<file path="src/rtl/sro_pkg.sv">
package sro_pkg;

    // Raw asynchronous control pins, grouped so they share one synchroniser
    typedef struct packed {
        logic sel_n;
        logic rdconv;
        logic hclk;
    } pins_t;

    // Single-cycle events derived from the synchronised pins
    typedef struct packed {
        logic rc_fall;
        logic rc_rise;
        logic sel_fall;
        logic sel_rise;
        logic hclk_fall;
    } edges_t;

    // Which serial transfer, if any, owns the shift register
    typedef enum logic [1:0] {
        XF_IDLE = 2'd0,
        XF_SELF = 2'd1,
        XF_HOST = 2'd2
    } xfer_mode_e;

    // Pin levels that correspond to "nothing happening"
    function automatic pins_t pins_quiet();
        pins_t p;
        p.sel_n  = 1'b1;
        p.rdconv = 1'b1;
        p.hclk   = 1'b0;
        return p;
    endfunction

    // Edge extraction from current and previous synchronised levels
    function automatic edges_t find_edges(pins_t now, pins_t prev);
        edges_t e;
        e.rc_fall   = prev.rdconv & ~now.rdconv;
        e.rc_rise   = ~prev.rdconv & now.rdconv;
        e.sel_fall  = prev.sel_n & ~now.sel_n;
        e.sel_rise  = ~prev.sel_n & now.sel_n;
        e.hclk_fall = prev.hclk & ~now.hclk;
        return e;
    endfunction

endpackage

</file>
<file path="src/rtl/sro_sync.sv">
module sro_sync #(
    parameter int unsigned STAGES = 2,
    parameter int unsigned W      = 3
) (
    input  logic         clk,
    input  logic         rst,
    input  logic [W-1:0] d,
    input  logic [W-1:0] rst_val,
    output logic [W-1:0] q
);

    logic [W-1:0] stage_q [STAGES];

    for (genvar g = 0; g < STAGES; g++) begin : g_stage
        if (g == 0) begin : g_first
            always_ff @(posedge clk) begin
                if (rst) stage_q[g] <= rst_val;
                else     stage_q[g] <= d;
            end
        end else begin : g_next
            always_ff @(posedge clk) begin
                if (rst) stage_q[g] <= rst_val;
                else     stage_q[g] <= stage_q[g-1];
            end
        end
    end

    assign q = stage_q[STAGES-1];

endmodule

</file>
<file path="src/rtl/sro_conv.sv">
module sro_conv #(
    parameter int unsigned SAMPLE_W    = 12,
    parameter int unsigned WORD_W      = 16,
    parameter int unsigned CONV_CYCLES = 20
) (
    input  logic                clk,
    input  logic                rst,
    input  logic                req,
    input  logic                sleep,
    input  logic                straight,
    input  logic                mark,
    input  logic [SAMPLE_W-1:0] sample,
    output logic                ready,
    output logic                start,
    output logic [WORD_W-1:0]   result,
    output logic                mark_hold
);

    localparam int unsigned CNT_W = $clog2(CONV_CYCLES + 1);
    localparam int unsigned PAD_W = WORD_W - SAMPLE_W;

    logic [CNT_W-1:0]    left_q;
    logic [SAMPLE_W-1:0] held_q;
    logic [SAMPLE_W-1:0] code;

    // A request is honoured only when idle and awake
    assign start = req & ready & ~sleep;

    // Offset coding: two's complement differs from straight binary in the MSB
    always_comb begin
        code = held_q;
        if (!straight) code[SAMPLE_W-1] = ~held_q[SAMPLE_W-1];
    end

    always_ff @(posedge clk) begin
        if (rst) begin
            ready     <= 1'b1;
            left_q    <= '0;
            held_q    <= '0;
            result    <= '0;
            mark_hold <= 1'b0;
        end else if (start) begin
            ready     <= 1'b0;
            left_q    <= CNT_W'(CONV_CYCLES - 1);
            held_q    <= sample;
            mark_hold <= mark;
        end else if (!ready) begin
            if (left_q == '0) begin
                ready  <= 1'b1;
                result <= {code, {PAD_W{1'b0}}};
            end else begin
                left_q <= left_q - 1'b1;
            end
        end
    end

endmodule

</file>
<file path="src/rtl/sro_shift.sv">
module sro_shift
    import sro_pkg::*;
#(
    parameter int unsigned WORD_W      = 16,
    parameter int unsigned HALF_CYCLES = 2
) (
    input  logic              clk,
    input  logic              rst,
    input  logic              self_start,
    input  logic              host_start,
    input  logic              host_stop,
    input  logic              hclk_fall,
    input  logic              mark_live,
    input  logic              mark_hold,
    input  logic [WORD_W-1:0] load_word,
    output logic              sdo,
    output logic              gen_clk,
    output logic              frame
);

    localparam int unsigned HC_W = (HALF_CYCLES > 1) ? $clog2(HALF_CYCLES) : 1;
    localparam int unsigned BC_W = $clog2(WORD_W + 1);

    xfer_mode_e        mode_q;
    logic [WORD_W-1:0] sh_q;
    logic [HC_W-1:0]   half_q;
    logic              lvl_q;
    logic [BC_W-1:0]   left_q;
    logic              frame_q;

    always_ff @(posedge clk) begin
        if (rst) begin
            mode_q  <= XF_IDLE;
            sh_q    <= '0;
            half_q  <= '0;
            lvl_q   <= 1'b0;
            left_q  <= '0;
            frame_q <= 1'b0;
        end else begin
            frame_q <= host_start;
            if (host_start) begin
                mode_q <= XF_HOST;
                sh_q   <= load_word;
                lvl_q  <= 1'b0;
            end else if (self_start) begin
                mode_q <= XF_SELF;
                sh_q   <= load_word;
                lvl_q  <= 1'b0;
                half_q <= HC_W'(HALF_CYCLES - 1);
                left_q <= BC_W'(WORD_W);
            end else begin
                case (mode_q)
                    XF_HOST: begin
                        if (host_stop) begin
                            mode_q <= XF_IDLE;
                        end else if (hclk_fall) begin
                            // daisy chain: marker enters behind the data
                            sh_q <= {sh_q[WORD_W-2:0], mark_live};
                        end
                    end
                    XF_SELF: begin
                        if (half_q == '0) begin
                            half_q <= HC_W'(HALF_CYCLES - 1);
                            lvl_q  <= ~lvl_q;
                            if (lvl_q) begin
                                sh_q   <= sh_q << 1;
                                left_q <= left_q - 1'b1;
                                if (left_q == BC_W'(1)) mode_q <= XF_IDLE;
                            end
                        end else begin
                            half_q <= half_q - 1'b1;
                        end
                    end
                    default: ;
                endcase
            end
        end
    end

    assign sdo     = (mode_q == XF_IDLE) ? mark_hold : sh_q[WORD_W-1];
    assign gen_clk = (mode_q == XF_SELF) & lvl_q;
    assign frame   = frame_q;

endmodule

</file>
<file path="src/rtl/sampled_serial_out.sv">
module sampled_serial_out
    import sro_pkg::*;
#(
    parameter int unsigned SAMPLE_W    = 12,
    parameter int unsigned WORD_W      = 16,
    parameter int unsigned CONV_CYCLES = 20,
    parameter int unsigned HALF_CYCLES = 2,
    parameter int unsigned SYNC_STAGES = 2
) (
    input  logic                clk,
    input  logic                rst,
    input  logic                sel_n_i,
    input  logic                rdconv_i,
    input  logic                ext_mode_i,
    input  logic                host_clk_i,
    input  logic                sleep_i,
    input  logic                straight_i,
    input  logic                mark_i,
    input  logic [SAMPLE_W-1:0] sample_i,
    output logic                ready_o,
    output logic                gen_clk_o,
    output logic                sdo_o,
    output logic                frame_o
);

    pins_t             pin_raw;
    pins_t             pin_s;
    pins_t             pin_q;
    edges_t            ev;
    logic              sel_low;
    logic              conv_req;
    logic              conv_start;
    logic              self_start;
    logic              host_start;
    logic              host_stop;
    logic [WORD_W-1:0] result;
    logic              mark_hold;

    always_comb begin
        pin_raw.sel_n  = sel_n_i;
        pin_raw.rdconv = rdconv_i;
        pin_raw.hclk   = host_clk_i;
    end

    sro_sync #(
        .STAGES (SYNC_STAGES),
        .W      ($bits(pins_t))
    ) u_sync (
        .clk     (clk),
        .rst     (rst),
        .d       (pin_raw),
        .rst_val (pins_quiet()),
        .q       (pin_s)
    );

    always_ff @(posedge clk) begin
        if (rst) pin_q <= pins_quiet();
        else     pin_q <= pin_s;
    end

    assign ev       = find_edges(pin_s, pin_q);
    assign sel_low  = ~pin_s.sel_n;
    assign conv_req = ev.rc_fall & sel_low;

    assign host_start = ext_mode_i &
                        ((ev.rc_rise & sel_low) | (ev.sel_fall & pin_s.rdconv));
    assign host_stop  = ext_mode_i & (ev.sel_rise | ev.rc_fall);
    assign self_start = conv_start & ~ext_mode_i;

    sro_conv #(
        .SAMPLE_W    (SAMPLE_W),
        .WORD_W      (WORD_W),
        .CONV_CYCLES (CONV_CYCLES)
    ) u_conv (
        .clk       (clk),
        .rst       (rst),
        .req       (conv_req),
        .sleep     (sleep_i),
        .straight  (straight_i),
        .mark      (mark_i),
        .sample    (sample_i),
        .ready     (ready_o),
        .start     (conv_start),
        .result    (result),
        .mark_hold (mark_hold)
    );

    sro_shift #(
        .WORD_W      (WORD_W),
        .HALF_CYCLES (HALF_CYCLES)
    ) u_shift (
        .clk        (clk),
        .rst        (rst),
        .self_start (self_start),
        .host_start (host_start),
        .host_stop  (host_stop),
        .hclk_fall  (ev.hclk_fall),
        .mark_live  (mark_i),
        .mark_hold  (mark_hold),
        .load_word  (result),
        .sdo        (sdo_o),
        .gen_clk    (gen_clk_o),
        .frame      (frame_o)
    );

endmodule

</file>
<file path="config.mk">
export PLATFORM = sky130hd
export DESIGN_NAME = sampled_serial_out
export DESIGN_NICKNAME = d
export VERILOG_FILES = /design/src/rtl/sro_pkg.sv /design/src/rtl/sro_sync.sv /design/src/rtl/sro_conv.sv /design/src/rtl/sro_shift.sv /design/src/rtl/sampled_serial_out.sv
export SDC_FILE = /design/constraint.sdc
export NUM_CORES = 1
export LEC_CHECK = 0
export BUFFER_PORTS_ARGS = -buffer_cell sky130_fd_sc_hd__buf_2
export CAP_MARGIN = 40
export CORE_MARGIN = 3
export CORE_UTILIZATION = 55
export CTS_BUF_LIST = sky130_fd_sc_hd__clkbuf_16
export DETAILED_ROUTE_END_ITERATION = 8
export PLACE_DENSITY = 0.84
export SLEW_MARGIN = 25
export SYNTH_ARGS = -nofsm -noshare
export SYNTH_HDL_FRONTEND = slang
export SYNTH_SLANG_ARGS = --single-unit
</file>
<file path="constraint.sdc">
create_clock -name clk -period 2.4 [get_ports clk]
set_input_delay 0.12 -clock clk [delete_from_list [all_inputs] [get_ports clk]]
set_output_delay 0.12 -clock clk [all_outputs]
set_load 0.02 [all_outputs]
</file>
Word level (Yosys, flattened, before mapping)

Memories as Yosys holds them, arrays and structs flattened.
Index checks and enable logic that the tools add are counted.

$add $sub $neg: 3
Multiply operators: 0
Div/mod/pow operators: 0
Magnitude comparators: 0
Eq/ne operators: 16
Shift operators: 0
Muxes and demuxes: 34
Bitwise operators: 32
Reduce and logical (&&, ||, !) cells: 18

Operators with widths:

| operator                                                                | number |
|---|---|
| 16-bit two-way mux                                                      | 6 |
| 5-bit two-way mux                                                       | 7 |
| 16-bit case mux with 2 select lines                                     | 1 |
| 5-bit AND reduction                                                     | 3 |
| 1-bit bitwise AND                                                       | 14 |
| 1-bit inverter                                                          | 14 |
| 2-bit two-way mux                                                       | 6 |
| 4-bit by 2-bit inequality test with 1-bit output, second input constant | 3 |
| 4-bit by 3-bit inequality test with 1-bit output, second input constant | 3 |
| 1-bit two-way mux                                                       | 11 |
| 5-bit by 1-bit subtractor with 5-bit output, second input constant      | 2 |
| 2-bit AND reduction                                                     | 4 |
| 3-bit two-way mux                                                       | 2 |
| 2-bit inequality test, second input constant                            | 3 |
| 3-bit by 2-bit inequality test with 1-bit output, second input constant | 2 |
| 3-bit inequality test, second input constant                            | 2 |
| 5-bit by 1-bit equality test with 1-bit output, second input constant   | 1 |
| 5-bit zero test                                                         | 1 |
| 1-bit OR                                                                | 4 |
| 2-bit case mux with 2 select lines                                      | 1 |
| 4-bit AND reduction                                                     | 1 |
| 2-bit nonzero test                                                      | 2 |
| 4-bit nonzero test                                                      | 1 |
| 2-bit OR reduction                                                      | 2 |
| other kinds (7)                                                         | 7 |

Flip-flop bits (word level): 60
Bits in latches: 0
Memory bits (writable): 6
ROM bits: 0
Input port bits: 21
Memories kept: 1

Memory list:

| name           | depth | bits a word | read ports | clocked after Yosys merged registers in | write ports | RTL line       | RTL |
|---|---|---|---|---|---|---|---|
| u_sync.stage_q | 2     | 3           | 2          | 0                                       | 2           | sro_sync.sv:12 | `logic [W-1:0] stage_q [STAGES];` |

Depth between registers and ports, before layout

Gate-level depths: netlist (run 1).
An unclocked memory read counts as a cell.

Word-level depth: 9
Mapped depth: 8
Mapped depth without buffers: 7

Modules after synthesis

From an unflattened synthesis (run 1), not the netlist that was laid out.

Cells, all modules: 334
Area total of the unflattened synthesis: 3106.7 um^2

By module, submodules not included:

| module             | instances | cells an instance | area each (um^2) |
|---|---|---|---|
| sro_shift          | 1         | 164               | 1428.9 |
| sro_conv           | 1         | 140               | 1310.0 |
| sro_sync           | 1         | 13                | 221.5 |
| sampled_serial_out | 1         | 17                | 146.4 |

Worst setup path after synthesis (run 1)

Ideal clock, no wire load.

Kind: reg2reg
Start: reg u_conv.ready
End: reg u_shift.sh_q[10]
Setup time: 0.088 ns
Data arrival time: 1.909 ns
Slack: 0.403 ns
Cell stages (with the launch flop): 8
Buffers on the path: 2
Period minus slack after synthesis: 1.997 ns
Cells stage by stage: dfxtp_1 > or4b_4 > or2_0 > buf_2 > a31oi_4 > buf_6 > nor2_1 > a311oi_2

Longest elaborated chain between the ends: 5

Ends and longest elaborated chain:

| element                                                                                  | RTL line                 | RTL |
|---|---|---|
| start, declared                                                                          | sro_conv.sv:13           | `output logic ready,` |
| start signal, assigned                                                                   | sro_conv.sv:37           | `ready <= 1'b1;` |
| start signal, assigned                                                                   | sro_conv.sv:43           | `ready <= 1'b0;` |
| start signal, assigned                                                                   | sro_conv.sv:49           | `ready <= 1'b1;` |
| 1-bit bitwise AND (*) (2 in a row)                                                       | sro_conv.sv:27           | `assign start = req & ready & ~sleep;` |
| 1-bit bitwise AND (*)                                                                    | sampled_serial_out.sv:68 | `assign self_start = conv_start & ~ext_mode_i;` |
| 4-bit by 3-bit inequality test with 1-bit output (no line), or another cell as far along | --                       |  |
| 5-bit AND reduction (no line) / 16-bit two-way mux (equally long branches)               | --                       |  |
| end signal, assigned                                                                     | sro_shift.sv:43          | `sh_q <= load_word;` |
| end signal, assigned                                                                     | sro_shift.sv:47          | `sh_q <= load_word;` |
| end signal, assigned                                                                     | sro_shift.sv:58          | `sh_q <= {sh_q[WORD_W-2:0], mark_live};` |
| end, declared                                                                            | sro_shift.sv:25          | `logic [WORD_W-1:0] sh_q;` |

Mark *: on every way between the ends. The rest lies on a longest branch, timed or not.
A chain may end at the register's enable or synchronous reset.

==> results.py, run 1 <==
metrics = {
    "drt": {
        "wl_um": 5490,
        "viasPerCell": 5.32,
        "ant_nets": 0,
        "wl_per_cell_um": 13.6,
        "drtIter0Drc": 86,
        "drtPass1Iterations": 5,
        "drc": 0,
        "vias": 2149,
    },
    "synthesis": {
        "synth_area_leaders": "dfxtp_1, nand2_1, mux2i_1, nor2_1, a311oi_2",
        "synthTopCellsByCount": "dfxtp_1, nand2_1, nor2_1, a21oi_1, mux2i_1",
        "synth_flop_cell": "dfxtp_1",
        "synth_top_area_share_pct": 47.6,
        "ys_async_sr_fraction_pct": 0,
        "syn_inst": 307,
        "yosys_register_bits": 66,
        "syn-num-nets": 334,
        "yosys.area.top_type": "dfxtp_1",
        "syn_avg_cell_area_um2": 9.04,
        "syn-cell-area_um2": 2780,
        "synth_edf_count": 0,
        "yosysMostFrequentCell": "dfxtp_1",
        "synth_cell_type_count": 42,
        "ys_seq_area_share_pct": 47.6,
        "ys_warn_count": 0,
    },
    "timing": {
        "fmaxAchievable_mhz": 473,
        "final_hold_viol_count": 0,
        "rsz0062_at_grt": "false",
        "fin_tns_setup_ps": 0,
        "setup_viol": 0,
        "fin_crit_ps": 2110,
        "fin_skew_ps": 3.26,
        "slew_headroom_pct": 59.9,
        "slew_violations": 0,
        "min_period_over_period_pct": 88.1,
        "tightest_slew_ps": 602,
    },
    "floorplan": {
        "dieArea_um2": 5940,
        "core_area_um2": 4790,
        "start_util_pct": 58.0,
        "die_w_um": 77.1,
        "rows": 25,
        "fp.dieH_um": 77.1,
        "ioPinCount": 25,
    },
    "setup_path": {
        "worstSetupEndpoint": "u_shift.sh_q[5]",
        "path_max_fanout": 21,
        "start_kind": "flop",
        "path_class": "reg -> reg",
        "worstReg2RegEnd": "u_shift.sh_q[5]",
        "end_kind": "flop",
        "crit_path_start": "u_sync.stage_q[1][2]",
        "cp.required_ps": 2630,
        "r2r-start": "u_sync.stage_q[1][2]",
        "reg2regPathDepth": 6,
        "worst_ep_arrival_time_ps": 2340,
        "regToRegSetupSlack_ps": 290,
    },
    "clock_tree": {
        "cts_tree": "yes",
        "clock_sinks": 66,
        "cts.repair.resized": 0,
        "cts_made_buffers": 9,
        "htreeDepth": 3,
        "post_cts_buffers": 0,
        "path_clk_slew_ps": 50,
        "clockRootBuffer": "clkbuf_16",
        "cts_buffer_depth": 2,
        "worstSkewPairLatency_ps": 330,
    },
    "global_route": {
        "grt_pass1_wl_um": 9520,
        "grt_max_degree": 31,
        "grt_usage_pct": 20.5,
        "globalRouteOverflowTotal": 0,
        "grt_pass1_vias": 2113,
        "antenna_found_initial": 0,
    },
    "power": {
        "p_seq_share_pct": 47.2,
        "p_per_area_nw_per_um2": 742,
        "internal_power_uw": 1860,
        "power_uw": 2390,
        "leakage_uw": 0.00118,
        "p_sw_share_pct": 22.5,
        "pwr-share-clk_pct": 47.7,
        "vdd_drop_max_mv": 0.604,
        "switchingPower_uw": 538,
        "combPwrFrac_pct": 5.1,
    },
    "layout": {
        "diodes": 0,
        "final_util_pct": 67.5,
        "area_growth_pct": 16.3,
        "drive_above_1_share_pct": 20.2,
        "nFillCells": 383,
        "fin_nets": 359,
    },
    "flow_run": {
        "cap_violations": 0,
    },
    "run_status": {
        "status": "completed",
    },
    "place": {
        "hpwl_um": 3580,
        "gp_congestion": 0.805,
        "port_buffers": 24,
    },
    "min_path": {
        "hold_class": "in -> reg",
    },
}
cell families after synthesis:
group	count (synthesis)	share of synthesized area (%)
xor gates and xnor gates	8	2.52
and+or+nand+nor	134	22.9
adders and majority gates	6	2.70
buffers and inverters	28	4.51
muxes	18	6.53
AOI/OAI and AO/OA	47	13.2
DFF	66	47.6
flip-flops by register name, summed over array words and instances, names as in the netlist:
| name | cells |
|---|---|
| u_shift.mode_q | 2 |
| u_conv.ready | 1 |
| u_conv.result | 12 |
| u_shift.half_q | 1 |
| u_conv.left_q | 5 |
| pin_q | 3 |
| u_shift.lvl_q | 1 |
| u_shift.sh_q | 16 |
| u_conv.mark_hold | 1 |
| u_conv.held_q | 12 |
| u_sync.stage_q | 6 |
| u_shift.left_q | 5 |
| u_shift.frame | 1 |
final cells by class:
type	count	area [um2]	area share (%)
flip-flops and latches	66	1320	40.9
clock buffers	9	225	6.98
repair buffers	33	193	5.97
well taps	67	83.8	2.60
inverters	9	33.8	1.05
clock inverters	7	36.3	1.12
multi-input cells	213	1340	41.4
critical path: stages (launching register included):
cell and delay, ps:
dfxtp_1 330, or4b_4 550, or2_0 320, a31oi_4 190, buf_4 280, nor2_1 80, a311oi_1 270
through the flow:
stage | std cells | instance area (um2) | worst slack (ps) | hold WS, ps
6_report | 404 | 3230 | 285 | 11.4
5_1_grt | 404 | 3230 | 139 | 24.6
4_1_cts | 404 | 3230 | 287 | 3.60
3_5_place_dp | 386 | 2950 | 347 | 308
3_3_place_gp | 386 | 2950 | 427 | 305
2_1_floorplan | 307 | 2780 | 403 | 224
how the worst min path moves through the flow:
stage | startpoint | slack (ps) | depth (start not counted) | endpoint
after floorplan | rdconv_i | 220 | 1 | u_sync.stage_q[0][1]
after global placement | rdconv_i | 300 | 2 | u_sync.stage_q[0][1]
after detailed placement | rdconv_i | 310 | 2 | u_sync.stage_q[0][1]
after CTS | host_clk_i | 4 | 2 | u_sync.stage_q[0][0]
after global routing | sample_i[8] | 20 | 3 | u_conv.held_q[8]
final | host_clk_i | 10 | 2 | u_sync.stage_q[0][0]
routing by layer:
layer  wire [um]  part of all wire [%]  GRT usage [%]  up-vias
li1            -                     -              -     1092
met1        2470                    45           23.6     1007
met2        2700                    49           33.2       40
met3         228                   4.2           8.80       10
met4          91                   1.7           8.90        0
met5           0                     0              0        -
cells in the final DEF, fill, tap and decap left out, drive strengths merged, types with 4 or more instances in the layout:
cell | netlist | final
a21oi | 21 | 21
a311oi | 11 | 11
buf | 6 | 31
clkbuf | 13 | 9
clkinv | 0 | 6
dfxtp | 66 | 66
ha | 6 | 6
inv | 9 | 9
mux2i | 17 | 17
nand2 | 49 | 49
nand2b | 5 | 5
nand3 | 13 | 13
nor2 | 33 | 33
nor2b | 6 | 6
nor3 | 5 | 5
o21ai | 6 | 6
or2 | 8 | 8
or3 | 4 | 4
xnor2 | 5 | 5
power by group through the flow:
stage / registers, uW / logic [uW] / clock network, uW
final: 1130 / 121 / 1140
after global routing: 1130 / 135 / 1200
after CTS: 1130 / 122 / 1160
after detailed placement: 1150 / 118 / 0
after global placement: 1150 / 113 / 0
after floorplan: 1150 / 84.9 / 0
repair_timing:
action,CTS,global route
hold buffers,2,0
endpoints found under the setup margin,0,0
hold endpoints to repair,2,0
Note: power is estimated with default switching activity, not from simulation.
==> run 2, diff against run 1 <==
--- a/config.mk
+++ b/config.mk
@@ -11,8 +11,9 @@
 export CORE_UTILIZATION = 55
 export CTS_BUF_LIST = sky130_fd_sc_hd__clkbuf_16
 export DETAILED_ROUTE_END_ITERATION = 8
-export PLACE_DENSITY = 0.84
+export PLACE_DENSITY = 0.83
 export SLEW_MARGIN = 25
 export SYNTH_ARGS = -nofsm -noshare
 export SYNTH_HDL_FRONTEND = slang
+export SYNTH_HIERARCHICAL = 1
 export SYNTH_SLANG_ARGS = --single-unit
==> run 2 against run 1 <==
  * Via count up 13%
  * Largest power group unchanged
  * Flip-flop and latch count is the same
  * Sequential power grew 6%
  * Count of clock-buffer cells in the layout unchanged
  * Clock power increased by 38%
  * Largest cell class unchanged
==> results.py, run 2 <==
metrics = {
    "clock_tree": {
        "clock_sinks": 66,
        "postCtsHoldBufs": 0,
        "post_cts_buffers": 0,
        "cts.repair.resized": 0,
        "clockRootBuffer": "clkbuf_16",
        "htreeDepth": 3,
        "cts_tree": "yes",
        "worstSkewPairLatency_ps": 320,
        "path_clk_slew_ps": 50,
        "cts_made_buffers": 9,
        "cts_buffer_depth": 2,
    },
    "drt": {
        "ant_nets": 0,
        "drtPass1Iterations": 6,
        "viasPerCell": 5.66,
        "wl_um": 6300,
        "wl_per_cell_um": 14.6,
        "drtIter0Drc": 234,
        "drc": 0,
        "vias": 2433,
    },
    "layout": {
        "final_cells": 430,
        "layout_commonest_cell": "dfxtp_1",
        "largest_registers": "u_shift/sh_q: 16 flops, u_conv/held_q: 12 flops, u_conv/result: 12 flops",
        "largest-register": "u_shift/sh_q",
        "final_cell_mix": "dfxtp_1, nand2_1, a21oi_1, nor2_1, buf_2",
        "final_util_pct": 67.9,
        "drive_above_1_share_pct": 24.4,
        "largest_register_ffs": 16,
        "fin_nets": 382,
        "diodes": 0,
        "area_growth_pct": 15.2,
    },
    "timing": {
        "whs_ps": 26.4,
        "slew_violations": 0,
        "setup_viol": 0,
        "fin_crit_ps": 2090,
        "slew_headroom_pct": 51.6,
        "rsz0062_at_grt": "false",
        "tightest_slew_ps": 717,
        "fmaxAchievable_mhz": 478,
        "min_period_over_period_pct": 87.1,
        "final_hold_viol_count": 0,
        "fin_tns_setup_ps": 0,
        "fin_skew_ps": 6.79,
    },
    "synthesis": {
        "yosys.area.top_type": "dfxtp_1",
        "syn-cell-area_um2": 3110,
        "ys_seq_area_share_pct": 42.5,
        "synth_cell_type_count": 58,
        "ys_async_sr_fraction_pct": 0,
        "yosysMostFrequentCell": "dfxtp_1",
        "synth_area_leaders": "dfxtp_1, nand2_1, a21oi_1, a211oi_2, nor2_1",
        "syn_inst": 334,
        "synth_flop_cell": "dfxtp_1",
        "synth_top_area_share_pct": 42.5,
        "synth_edf_count": 0,
        "ys_warn_count": 6,
        "yosys_register_bits": 66,
        "syn_avg_cell_area_um2": 9.30,
        "synthTopCellsByCount": "dfxtp_1, nand2_1, a21oi_1, nor2_1",
    },
    "run_status": {
        "status": "completed",
    },
    "global_route": {
        "grt_max_degree": 26,
        "grt_pass1_vias": 2306,
        "globalRouteOverflowTotal": 0,
        "grt_pass1_wl_um": 10700,
        "antenna_found_initial": 0,
        "grt_usage_pct": 21.6,
    },
    "floorplan": {
        "core_area_um2": 5270,
        "start_util_pct": 59.0,
        "fp.dieH_um": 81.2,
        "ioPinCount": 25,
        "die_w_um": 81.2,
        "rows": 26,
        "dieArea_um2": 6590,
    },
    "power": {
        "leakage_uw": 0.00137,
        "combPwrFrac_pct": 9.7,
        "p_per_area_nw_per_um2": 856,
        "pwr-share-clk_pct": 51.2,
        "p_seq_share_pct": 39.1,
        "p_sw_share_pct": 22.0,
        "switchingPower_uw": 675,
        "internal_power_uw": 2390,
        "vdd_drop_max_mv": 0.663,
    },
    "setup_path": {
        "end_kind": "flop",
        "worst_ep_arrival_time_ps": 2310,
        "path_cells": "nand2b_1 > nor2_1 > nand3b_1 > clkinv_1 > nor2b_1 > or2_1 > buf_12 > a21oi_1 > a211oi_1",
        "slowest_delay_ps": 420,
        "cp.required_ps": 2620,
        "start_kind": "flop",
        "slowest_stage": "or2_1",
        "path_class": "reg -> reg",
        "path_max_fanout": 13,
    },
    "place": {
        "dp_cells": 414,
        "port_buffers": 24,
        "gp_congestion": 0.816,
        "hpwl_um": 3950,
    },
    "flow_run": {
        "cap_violations": 0,
    },
    "min_path": {
        "hold_class": "in -> reg",
    },
}
-- run 2: changes by cell type after synthesis, moves of 5 or more --
| cell | delta |
|---|---|
| a211oi_1 | +7 |
| a211oi_2 | +10 |
| a21oi_1 | +8 |
| a21oi_2 | +10 |
| a311oi_2 | -8 |
| a31o_1 | +8 |
| buf_2 | +5 |
| mux2_4 | +6 |
| mux2i_1 | -16 |
| nand3_1 | -12 |
| nor2_1 | -7 |
| o311a_1 | +8 |
| or2_2 | -7 |
-- run 2: power groups by stage --
stage / Combinational (uW) / Clock (uW) / Sequential, uW
after detailed placement: 291 / 0 / 1220
final: 296 / 1570 / 1200
after global placement: 283 / 0 / 1220
after global routing: 330 / 1650 / 1200
after CTS: 296 / 1590 / 1200
after floorplan: 245 / 0 / 1210
-- run 2: layout make-up --
class	instances	area (um2)
clock inverter	7	133
multi-input combinational	236	1590
sequential	66	1320
clock buffer	9	225
inverter	11	41.3
tap	70	87.6
timing repair buffer	31	185
fill	408	1690
-- run 2: logic make-up (layout without fill, tap and decap cells) --
kind of cell | Yosys count | in the layout | share of synthesized area (%)
and+or+nand+nor | 110 | 110 | 17.3
AOI/OAI and AO/OA | 100 | 100 | 26.0
DFF | 66 | 66 | 42.5
buffers and inverters | 39 | 58 | 7.25
muxes | 8 | 8 | 3.58
adders and majority gates | 6 | 6 | 2.42
other | 3 | 10 | 0.362
xor gates and xnor gates | 2 | 2 | 0.564
-- run 2: worst paths after layout --
path                                      startpoint              endpoint  slack, ps  cells past startpoint
worst min-delay path                         sel_n_i  u_sync/stage_q[0][2]         30                      2
worst max-delay path            u_sync/stage_q[1][1]      u_shift/sh_q[15]        310                      9
worst max register to register  u_sync/stage_q[1][1]      u_shift/sh_q[15]        310                      9
worst min register to register  u_sync/stage_q[0][1]  u_sync/stage_q[1][1]        460                      1
-- run 2: per-stage QoR --
step | setup slack [ps] | cell area, um2 | power, uW
2_1_floorplan | 200 | 3130 | 1450
3_3_place_gp | 493 | 3220 | 1500
3_5_place_dp | 406 | 3220 | 1510
4_1_cts | 334 | 3580 | 3080
5_1_grt | 128 | 3580 | 3180
6_report | 310 | 3580 | 3060
-- run 2: critical path, delay by kind of cell (launching register included) --
family / cells / cell delay [ps]
DFF: 1 / 320
and+or+nand+nor: 5 / 1040
buffers and inverters: 2 / 290
AOI/OAI and AO/OA: 2 / 330
-- run 2: routing by layer --
metal | global-route usage, % | part of all wire, % | up-vias
li1 | - | - | 1210
met1 | 28.0 | 45 | 1133
met2 | 32.8 | 48 | 77
met3 | 7.43 | 5.8 | 13
met4 | 8.45 | 1.5 | 0
met5 | 0 | 0 | -
